==> config.mk <==
export PLATFORM = sky130hd
export DESIGN_NAME = exret_status_shifter
export DESIGN_NICKNAME = d
export VERILOG_FILES = /design/src/rtl/exret_pkg.sv /design/src/rtl/exret_level_pop.sv /design/src/rtl/exret_flag_merge.sv /design/src/rtl/exret_sp_swap.sv /design/src/rtl/exret_status_shifter.sv
export SDC_FILE = /design/constraint.sdc
export NUM_CORES = 1
export LEC_CHECK = 0
export CELL_PAD_IN_SITES_DETAIL_PLACEMENT = 0
export CELL_PAD_IN_SITES_GLOBAL_PLACEMENT = 2
export CORE_ASPECT_RATIO = 1.25
export CORE_MARGIN = 4
export CORE_UTILIZATION = 29
export CTS_BUF_LIST = sky130_fd_sc_hd__clkbuf_16
export DETAILED_ROUTE_END_ITERATION = 12
export GPL_TIMING_DRIVEN = 0
export PLACE_DENSITY = 0.88
export SETUP_SLACK_MARGIN = 0.2
export SLEW_MARGIN = 10
export SYNTH_ARGS = -nofsm -noshare
export SYNTH_HDL_FRONTEND = slang
export SYNTH_HIERARCHICAL = 1
export SYNTH_SLANG_ARGS = --single-unit
==> constraint.sdc <==
create_clock -name clk -period 1.7 [get_ports clk]
set_input_delay 0.17 -clock clk [delete_from_list [all_inputs] [get_ports clk]]
set_output_delay 0.17 -clock clk [all_outputs]
set_load 0.005 [all_outputs]
==> src/rtl/exret_pkg.sv <==
package exret_pkg;
  typedef enum logic [1:0] {
    RET_NONE = 2'd0,
    RET_EXC  = 2'd1,
    RET_NMI  = 2'd2
  } ret_kind_e;

  function automatic ret_kind_e decode_ret(input logic exc, input logic nmi);
    if (nmi)      return RET_NMI;
    else if (exc) return RET_EXC;
    else          return RET_NONE;
  endfunction
endpackage

==> src/rtl/exret_level_pop.sv <==
module exret_level_pop #(
  parameter int DATA_W  = 32,
  parameter int KEEP_W  = 2,
  parameter int GAP_W   = 2,
  parameter int LEVEL_W = 10
) (
  input  logic [DATA_W-1:0] word_in,
  output logic [DATA_W-1:0] word_out
);
  localparam int STACK_W = DATA_W - KEEP_W - GAP_W;
  localparam logic [DATA_W-1:0] ONES      = {DATA_W{1'b1}};
  localparam logic [DATA_W-1:0] KEEP_MASK = ~(ONES >> KEEP_W);
  localparam logic [DATA_W-1:0] LOW_MASK  = ONES >> (DATA_W - STACK_W);

  logic [DATA_W-1:0] kept;
  logic [DATA_W-1:0] stacked;

  always_comb begin
    kept     = word_in & KEEP_MASK;
    stacked  = (word_in & LOW_MASK) >> LEVEL_W;
    word_out = kept | stacked;
  end
endmodule

==> src/rtl/exret_flag_merge.sv <==
module exret_flag_merge #(
  parameter int DATA_W = 32,
  parameter int P_BIT  = 7,
  parameter int M_BIT  = 9
) (
  input  logic [DATA_W-1:0] popped,
  input  logic              restore_prev,
  input  logic              is_nmi,
  output logic [DATA_W-1:0] merged
);
  always_comb begin
    merged = popped;
    if (!restore_prev) merged[P_BIT] = 1'b1;
    if (is_nmi)        merged[M_BIT] = 1'b1;
  end
endmodule

==> src/rtl/exret_sp_swap.sv <==
module exret_sp_swap #(
  parameter int ADDR_W = 32
) (
  input  logic              to_user,
  input  logic [ADDR_W-1:0] cur_sp,
  input  logic [ADDR_W-1:0] user_sp,
  output logic [ADDR_W-1:0] next_sp,
  output logic [ADDR_W-1:0] save_sp,
  output logic              save_en
);
  always_comb begin
    save_sp = cur_sp;
    save_en = to_user;
    next_sp = to_user ? user_sp : cur_sp;
  end
endmodule

==> src/rtl/exret_status_shifter.sv <==
module exret_status_shifter #(
  parameter int DATA_W  = 32,
  parameter int KEEP_W  = 2,
  parameter int GAP_W   = 2,
  parameter int LEVEL_W = 10,
  parameter int U_BIT   = 8,
  parameter int P_BIT   = 7,
  parameter int R_BIT   = 8,
  parameter int M_BIT   = 9
) (
  input  logic              clk,
  input  logic              rst,
  input  logic              rfe_valid,
  input  logic              rfn_valid,
  input  logic [DATA_W-1:0] status_in,
  input  logic [DATA_W-1:0] sp_in,
  input  logic [DATA_W-1:0] usp_in,
  output logic [DATA_W-1:0] status_out,
  output logic [DATA_W-1:0] sp_out,
  output logic [DATA_W-1:0] ksp_out,
  output logic              ksp_we
);
  import exret_pkg::*;

  ret_kind_e         kind;
  logic [DATA_W-1:0] popped;
  logic [DATA_W-1:0] merged;
  logic [DATA_W-1:0] sp_nxt;
  logic [DATA_W-1:0] ksp_nxt;
  logic              ksp_en;

  assign kind = decode_ret(rfe_valid, rfn_valid);

  exret_level_pop #(
    .DATA_W(DATA_W), .KEEP_W(KEEP_W), .GAP_W(GAP_W), .LEVEL_W(LEVEL_W)
  ) u_pop (
    .word_in (status_in),
    .word_out(popped)
  );

  exret_flag_merge #(
    .DATA_W(DATA_W), .P_BIT(P_BIT), .M_BIT(M_BIT)
  ) u_merge (
    .popped      (popped),
    .restore_prev(status_in[R_BIT]),
    .is_nmi      (kind == RET_NMI),
    .merged      (merged)
  );

  exret_sp_swap #(
    .ADDR_W(DATA_W)
  ) u_swap (
    .to_user(popped[U_BIT]),
    .cur_sp (sp_in),
    .user_sp(usp_in),
    .next_sp(sp_nxt),
    .save_sp(ksp_nxt),
    .save_en(ksp_en)
  );

  always_ff @(posedge clk) begin
    if (rst) begin
      status_out <= '0;
      sp_out     <= '0;
      ksp_out    <= '0;
      ksp_we     <= 1'b0;
    end else begin
      ksp_we <= 1'b0;
      if (kind != RET_NONE) begin
        status_out <= merged;
        sp_out     <= sp_nxt;
        if (ksp_en) begin
          ksp_out <= ksp_nxt;
          ksp_we  <= 1'b1;
        end
      end
    end
  end
endmodule

======== Word level (Yosys, flattened, before mapping) ========
Cells that the tools add are included.
word-level totals
  output and inout port bits .............. 97
  register bits ........................... 97
  input bits .............................. 100
  logic and storage cells ................. 16
cells by class
  eq/ne operators ......................... 1
  reductions and logical operators ........ 3
  multiplexer cells ....................... 6
  bitwise gates (word level) .............. 2
operator list
  cell                                        number
  32-bit two-way mux                          1
  32-bit by 18-bit OR with 32-bit output      1
  1-bit two-way mux                           4
  2-bit equality test, second input constant  1
  2-bit two-way mux                           1
  2-bit AND reduction                         1
  2-bit nonzero test                          1
  2-bit OR reduction                          1
  1-bit inverter                              1

======== Longest topological paths before layout ========
Gate-level depths: netlist of the first run.
  word-level depth ........................ 5
  mapped depth ............................ 6

======== Cells and area by module ========
The synthesis of the first run kept the hierarchy.
modules (own cells, without submodules)
  module                sequential area each (um^2)  cells an instance  times used  area each (um^2)
  exret_status_shifter  1941.9                       434                1           4132.7
  exret_sp_swap         0.0                          69                 1           792.0
  exret_level_pop       0.0                          33                 1           244.0
  exret_flag_merge      0.0                          32                 1           237.7

======== Worst setup path after synthesis of the first run ========
Ideal clock, no wire load.
  path kind ............................... input -> register
  from .................................... input port status_in[18]
  to ...................................... register sp_out[10]
  cell stages on the path ................. 6
  arrival ................................. 0.980 ns
  path buffers ............................ 3
  slack ................................... 0.588 ns
  cells stage by stage .................... buf_4 > buf_6 > buf_12 > mux2_4 > o21ai_0 > a21oi_1
between the ends
  word-level cells in the longest chain between the ends .. 2
RTL lines
  what                                    line                        text
  start, declared                         exret_status_shifter.sv:15  input logic [DATA_W-1:0] status_in,
  32-bit by 18-bit OR with 32-bit output  exret_level_pop.sv:21       word_out = kept | stacked;
  32-bit two-way mux                      exret_sp_swap.sv:14         next_sp = to_user ? user_sp : cur_sp;
  via sp_nxt[10]                          exret_status_shifter.sv:28  logic [DATA_W-1:0] sp_nxt;
  end signal, assigned                    exret_status_shifter.sv:71  sp_out <= sp_nxt;
  end, declared                           exret_status_shifter.sv:19  output logic [DATA_W-1:0] sp_out,
The timed path passes the listed nets, and every way through them passes these cells.
A chain may end at the register's enable or synchronous reset.

======== Worst setup path in the final report of the first run ========
  from .................................... register sp_out[4]
  to ...................................... output port sp_out[4]
No word-level cell between the ends.

==> results of run 1 <==
worst paths after layout:
check | from | depth (start not counted) | endpoint
max | sp_out[4] | 1 | sp_out[4]
min | status_in[27] | 4 | status_out[17]
max reg2reg | status_out[13] | 2 | status_out[13]
min reg2reg | ksp_out[3] | 2 | ksp_out[3]
Yosys cell counts:
library cell / instances
or2_1: 1
conb_1: 1
or3b_1: 64
a21oi_1: 64
mux2_4: 30
buf_8: 1
o21a_1: 1
clkbuf_1: 24
o21ai_0: 50
buf_4: 95
nor2b_1: 1
mux2_2: 2
mux2i_1: 32
buf_12: 3
dfxtp_1: 97
o21ai_1: 14
buf_6: 7
dlygate4sd1_1: 1
nand2b_1: 65
buf_2: 14
buf_1: 1
flip-flops by register name, summed over array words and instances, names as in the netlist:
name        cells
ksp_out        32
sp_out         32
ksp_we          1
status_out     32
per-layer routing:
layer,track usage [%],vias up
met2,26.2,108
li1,-,2210
met5,0,-
met1,17.3,2046
met3,3.26,17
met4,5.01,0
report_power, final:
part | leakage [nW] | switching (W) | internal, W
Sequential | 0.803 | 0.0000769 | 0.00242
Combinational | 2.10 | 0.000464 | 0.000813
Clock | 0.144 | 0.000920 | 0.00114
final cells by class:
cell class              count  area share (%)
well taps                 228            3.72
plain buffers             146            13.6
multi-input cells         336            32.2
diodes                      1          0.0326
flip-flops and latches     97            25.3
clock buffers               9            2.94
repair buffers            163            21.3
clock inverters             7           0.898
timing repair:
item                                   4_1_cts  5_1_grt
resized for setup                            0        7
setup endpoints to repair                    0       23
endpoints found under the hold margin        0        0
cells by family (layout without fill, tap and decap cells):
group                  Yosys count  count (layout)  share of synthesized area (%)
other                            1              13                         0.0694
multiplexers                    64              64                           14.7
AO/OA/AOI/OAI                  129             129                           12.0
flip-flops                      97              97                           35.9
buffers and inverters          146             325                           19.2
AND/OR/NAND/NOR                131             131                           18.1
through the flow:
stage | setup TNS, ns | setup WS, ns | cells | area [sq um]
detailed placement | -4.65 | -0.144 | 970 | 7360
global placement | -3.62 | -0.0977 | 970 | 7360
finish | 0 | 0.290 | 987 | 7660
floorplan | 0 | 0.588 | 579 | 5450
CTS | 0 | 0.227 | 986 | 7660
global route | 0 | 0.185 | 987 | 7660
==> summary.txt, run 1 <==
Critical path
  • WP data required: 1.53 ns
  • Critical path class: flip-flop to primary output
  • Worst path bufs/invs: 1
  • Critical Path Sink Type: primary output
  • Crit-path max cell delay: around 0.55 ns
  • R2r setup slk: 0.79 ns
  • Critical path's slowest cell: clkdlybuf4s50_1
  • Worst Setup Start Kind: flip-flop
  • Crit-path cells: clkdlybuf4s50_1
  • CP arrival: 1.24 ns
  • CP top delay family: buffers and inverters
  • CP Max Fanout: 2

Timing
  • FMAX: 709 MHz
  • Tmin final: 1.41 ns
  • Slew Limit Fails: 0
  • Hold_ws: 0.205 ns
  • Tcrit/Tclk final: 82.9%
  • Fin. Hold Viols: 0
  • Clk_skew: 0 ns
  • RSZ-0062 raised after global routing: yes
  • Final setup violation count: 0

Layout
  • Multi-input logic area: 2470 sq um
  • Layout cell share with drive strength beyond 1: 22.4%
  • Util after Layout: 42.0%
  • Synth-to-layout area growth: 41.8%
  • FILL cells: 1,780
  • Reg area: approximately 2000 sq um
  • Most frequent cells in the layout: clkdlybuf4s50_1 (163), dfxtp_1 (97), buf_4 (95), nand2b_1 (65)
  • Final net count: approximately 850
  • Commonest non-fill, non-tap cell in the layout: clkdlybuf4s50_1

Global routing
  • First-pass GRT wire length: roughly 24 mm
  • Largest net degree at the start of global routing: 17
  • Vias in the first global route: about 4,700
  • Initial antenna violation count: 1
  • Global route overflow: 0
  • Total global-route track usage: between 10% and 20%

Die
  • Row cnt: 55
  • Full die area: 20,900 sq um
  • I/O Pins: approximately 200
  • CORE AREA: 18,200 sq um
  • Die Wd: 130 um
  • Initial core utilization: 29.6%
  • Die height: 161 um

Job
  • Max-Cap Viols: 0

Synthesis
  • Synthesized area: 5410 sq um
  • Warning count from the yosys run: 6
  • Yosys top cell area share: between 30 and 40%
  • Synthesized flop and latch total: 97
  • Area leader, netlist: dfxtp_1
  • Yosys cell types: 21
  • Synthesized area per cell: roughly 9.5 sq um
  • Sequential share of the synthesized area: 35.9%
  • Top cells by area, synth: dfxtp_1 (36%), buf_4 (13%), or3b_1 (10%), mux2_4 (8.3%), nand2b_1 (7.5%)
  • Cells after Synth: 568

Clock tree
  • Post-CTS Setup Bufs: 0
  • CTS H-Tree Depth: 3
  • Clock transition at the registers of the reported paths: 0.08 ns
  • Clock Sink Count: 97
  • Clock Tree Buf Depth: 2
  • CTS root buf: clkbuf_16
  • CTS tree: built
  • Worst skew pair latency: around 0.34 ns
  • CTS Buf Count: 9
  • Hold_buf cts: 0

Place
  • HPWL after DPL: 12.1 mm
  • Gpl congestion: 0.718
  • PortBufs: between 150 and 200

Detailed routing
  • Drt wl/cell: around 16 um
  • Top routing layer used: met4
  • Via count: about 4,400
  • WL met1: roughly 6.5 mm
  • Detail Route Antenna Nets: 0
  • Met3 routed wirelength: 721 um
  • DR vias/cell: 4.44
  • Final wirelength: 15.7 mm
  • 1st-iter DRT viols: between 200 and 250
  • Routed met2 length: 8.12 mm
  • Drc violations: 0
  • Drt first pass iters: 4

Pwr
  • Pwr dens: ~760 nW/um^2
  • Worst vdd ir: 0.000428 V
  • Leakage Power: a little over 3 nW
  • Tot Pwr: 0.00584 W

Run status
  • Status: finished, final reports clean

Worst hold path
  • Worst Hold Class: primary input to flip-flop
Power figures use the tool's default switching activity.
==> inputs of run 2 (changes only) <==
--- a/config.mk
+++ b/config.mk
@@ -9,11 +9,11 @@
 export CELL_PAD_IN_SITES_GLOBAL_PLACEMENT = 2
 export CORE_ASPECT_RATIO = 1.25
 export CORE_MARGIN = 4
-export CORE_UTILIZATION = 29
+export CORE_UTILIZATION = 26
 export CTS_BUF_LIST = sky130_fd_sc_hd__clkbuf_16
 export DETAILED_ROUTE_END_ITERATION = 12
 export GPL_TIMING_DRIVEN = 0
-export PLACE_DENSITY = 0.88
+export PLACE_DENSITY = 0.8
 export SETUP_SLACK_MARGIN = 0.2
 export SLEW_MARGIN = 10
 export SYNTH_ARGS = -nofsm -noshare
==> constraint.sdc (replaced) <==
create_clock -name clk -period 1.38 [get_ports clk]
set_input_delay 0.138 -clock clk [delete_from_list [all_inputs] [get_ports clk]]
set_output_delay 0.138 -clock clk [all_outputs]
set_load 0.005 [all_outputs]
==> summary.txt, run 2 (same netlist as run 1, synthesis figures left out) <==
Global routing
  • Vias in the first global route: 4,570 (was 4,652)
  • First-pass GRT wire length: 25.0 mm (was 24.3 mm)
  • Largest net degree at the start of global routing: 16 (was 17)
  • Total global-route track usage: 13.9% (was 14.8%)
  • Global route overflow: 0 (unchanged)
  • Initial antenna violation count: 0 (was 1)

Clock tree
  • Clock Tree Buf Depth: 2 (unchanged)
  • CTS H-Tree Depth: 3 (unchanged)
  • CTS root buf: clkbuf_16 (unchanged)
  • CTS Buf Count: 9 (unchanged)
  • Clock Sink Count: 97 (unchanged)
  • Clock transition at the registers of the reported paths: 0.07 ns (was 0.08 ns)
  • Worst skew pair latency: 0.34 ns (about the same)
  • CTS tree: built (unchanged)

Die
  • Die height: 169 um (was 161 um)
  • Die Wd: 137 um (was 130 um)
  • Full die area: 23,200 sq um (was 20,900 sq um)
  • Row cnt: 58 (was 55)
  • CORE AREA: 20,300 sq um (was 18,200 sq um)
  • Initial core utilization: 26.6% (was 29.6%)
  • I/O Pins: 197 (unchanged)

Job
  • Max-Cap Viols: 0 (unchanged)

Pwr
  • Leakage Power: 3.41 nW (was 3.05 nW)
  • Worst vdd ir: 0.000505 V (was 0.000428 V)
  • Pwr dens: 946 nW/um^2 (was 762 nW/um^2)

Detailed routing
  • Final wirelength: 16.3 mm (was 15.7 mm)
  • Drt wl/cell: 15.9 um (about the same)
  • Drc violations: 0 (unchanged)
  • 1st-iter DRT viols: 122 (was 222)
  • Detail Route Antenna Nets: 0 (unchanged)
  • Via count: 4,361 (was 4,381)
  • Drt first pass iters: 4 (unchanged)
  • DR vias/cell: 4.25 (was 4.44)

Layout
  • Util after Layout: 37.6% (was 42.0%)
  • Antenna diode count: 0 (was 1)
  • Largest regs: ksp_out (32), sp_out (32), status_out (32) (unchanged)
  • Final net count: 853 (unchanged)
  • Synth-to-layout area growth: 41.2% (was 41.8%)
  • Most frequent cells in the layout: dlygate4sd2_1 (98), buf_4 (95), dfxtp_1 (88), nand2b_1 (65), clkdlybuf4s50_1 (65) (was clkdlybuf4s50_1 (163), dfxtp_1 (97), buf_4 (95), nand2b_1 (65))
  • Commonest non-fill, non-tap cell in the layout: dlygate4sd2_1 (was clkdlybuf4s50_1)
  • Cell area after layout: 7630 sq um (was 7660 sq um)
  • Layout cell share with drive strength beyond 1: 24.0% (was 22.4%)

Critical path
  • CP arrival: 0.97 ns (was 1.24 ns)
  • CP top delay family: flip-flops (was buffers and inverters)
  • R2r setup slk: 0.47 ns (was 0.79 ns)
  • Critical path's slowest cell: dfxtp_1 (was clkdlybuf4s50_1)
  • Worst path bufs/invs: 1 (unchanged)
  • Crit-path max cell delay: 0.32 ns (was 0.55 ns)
  • CP Max Fanout: 2 (unchanged)
  • WP data required: 1.24 ns (was 1.53 ns)
  • Crit-path cells: dlygate4sd2_1 (was clkdlybuf4s50_1)
  • Critical Path Sink Type: primary output (unchanged)
  • Worst Setup Start Kind: flip-flop (unchanged)
  • Critical path class: flip-flop to primary output (unchanged)

Timing
  • RSZ-0062 raised after global routing: no (was yes)
  • Clk_skew: 0 ns (unchanged)
  • Setup_tns: 0 ns (unchanged)
  • Fin. Hold Viols: 0 (unchanged)
  • Slew Limit Fails: 0 (unchanged)
  • Tcrit/Tclk final: 80.1%
  • Final setup violation count: 0 (unchanged)
  • Tmin final: 1.11 ns
  • FMAX: roughly 900 MHz
  • Final worst slack: 0.275 ns (was 0.290 ns)

Place
  • PortBufs: 163 (unchanged)
  • Gpl congestion: 0.733 (was 0.718)
  • Placed inst area: 7420 sq um (was 7360 sq um)
  • HPWL after DPL: 12.3 mm (was 12.1 mm)
  • DP Worst Slack: -0.428 ns (was -0.144 ns)

Worst hold path
  • Worst Hold Class: primary input to flip-flop (unchanged)

Run status
  • Status: finished, final reports clean (unchanged)
==> run 2: path summary, 6_finish.rpt <==
kind,startpoint,to,depth (start not counted)
worst min-delay path,status_in[25],status_out[15],4
worst max-delay path,ksp_out[31],ksp_out[31],1
worst min register to register,ksp_out[3],ksp_out[3],2
worst max register to register,status_out[2],status_out[2],2
==> run 2: tightest hold or removal path, stage by stage <==
cell,delay (ns)
buf_4,0.08
buf_4,0.08
o21ai_0,0.06
a21oi_1,0.13
==> run 2: what timing repair did <==
| action | 4_1_cts | 5_1_grt |
|---|---|---|
| hold buffers | 0 | 0 |
| setup buffers | 0 | 0 |
| endpoints found under the setup margin | 168 | 5 |
| resized for setup | 114 | 6 |
==> run 2: power breakdown <==
part	switching [W]	internal, W
sequential	0.0000895	0.00299
clock	0.00111	0.00157
combinational	0.000577	0.000878
total	0.00178	0.00544
==> run 2: metal layers <==
| layer | part of all wire [%] | global-route usage, % | vias to the layer above |
|---|---|---|---|
| met5 | 0 | 0 | - |
| met4 | 2.3 | 5.60 | 0 |
| met3 | 5.1 | 2.64 | 18 |
| met2 | 51 | 25.0 | 101 |
| met1 | 42 | 16.1 | 2033 |
| li1 | - | - | 2209 |
==> run 2: final cells by class <==
class                      count  area, sq um
buffer                       146         1060
multi-input combinational    336         2470
sequential                    97         1950
timing repair buffer         163         1510
clock buffer                   9          225
fill                        2109        12700
tap                          270          338
clock inverter                 6         83.8
==> run 2: stage by stage <==
stage	std cells	hold slack (ns)	total power, W
global route	1027	0.194	0.00758
CTS	1027	0.162	0.00736
floorplan	579	0.339	0.00395
global placement	1012	0.463	0.00472
finish	1027	0.176	0.00722
detailed placement	1012	0.462	0.00474
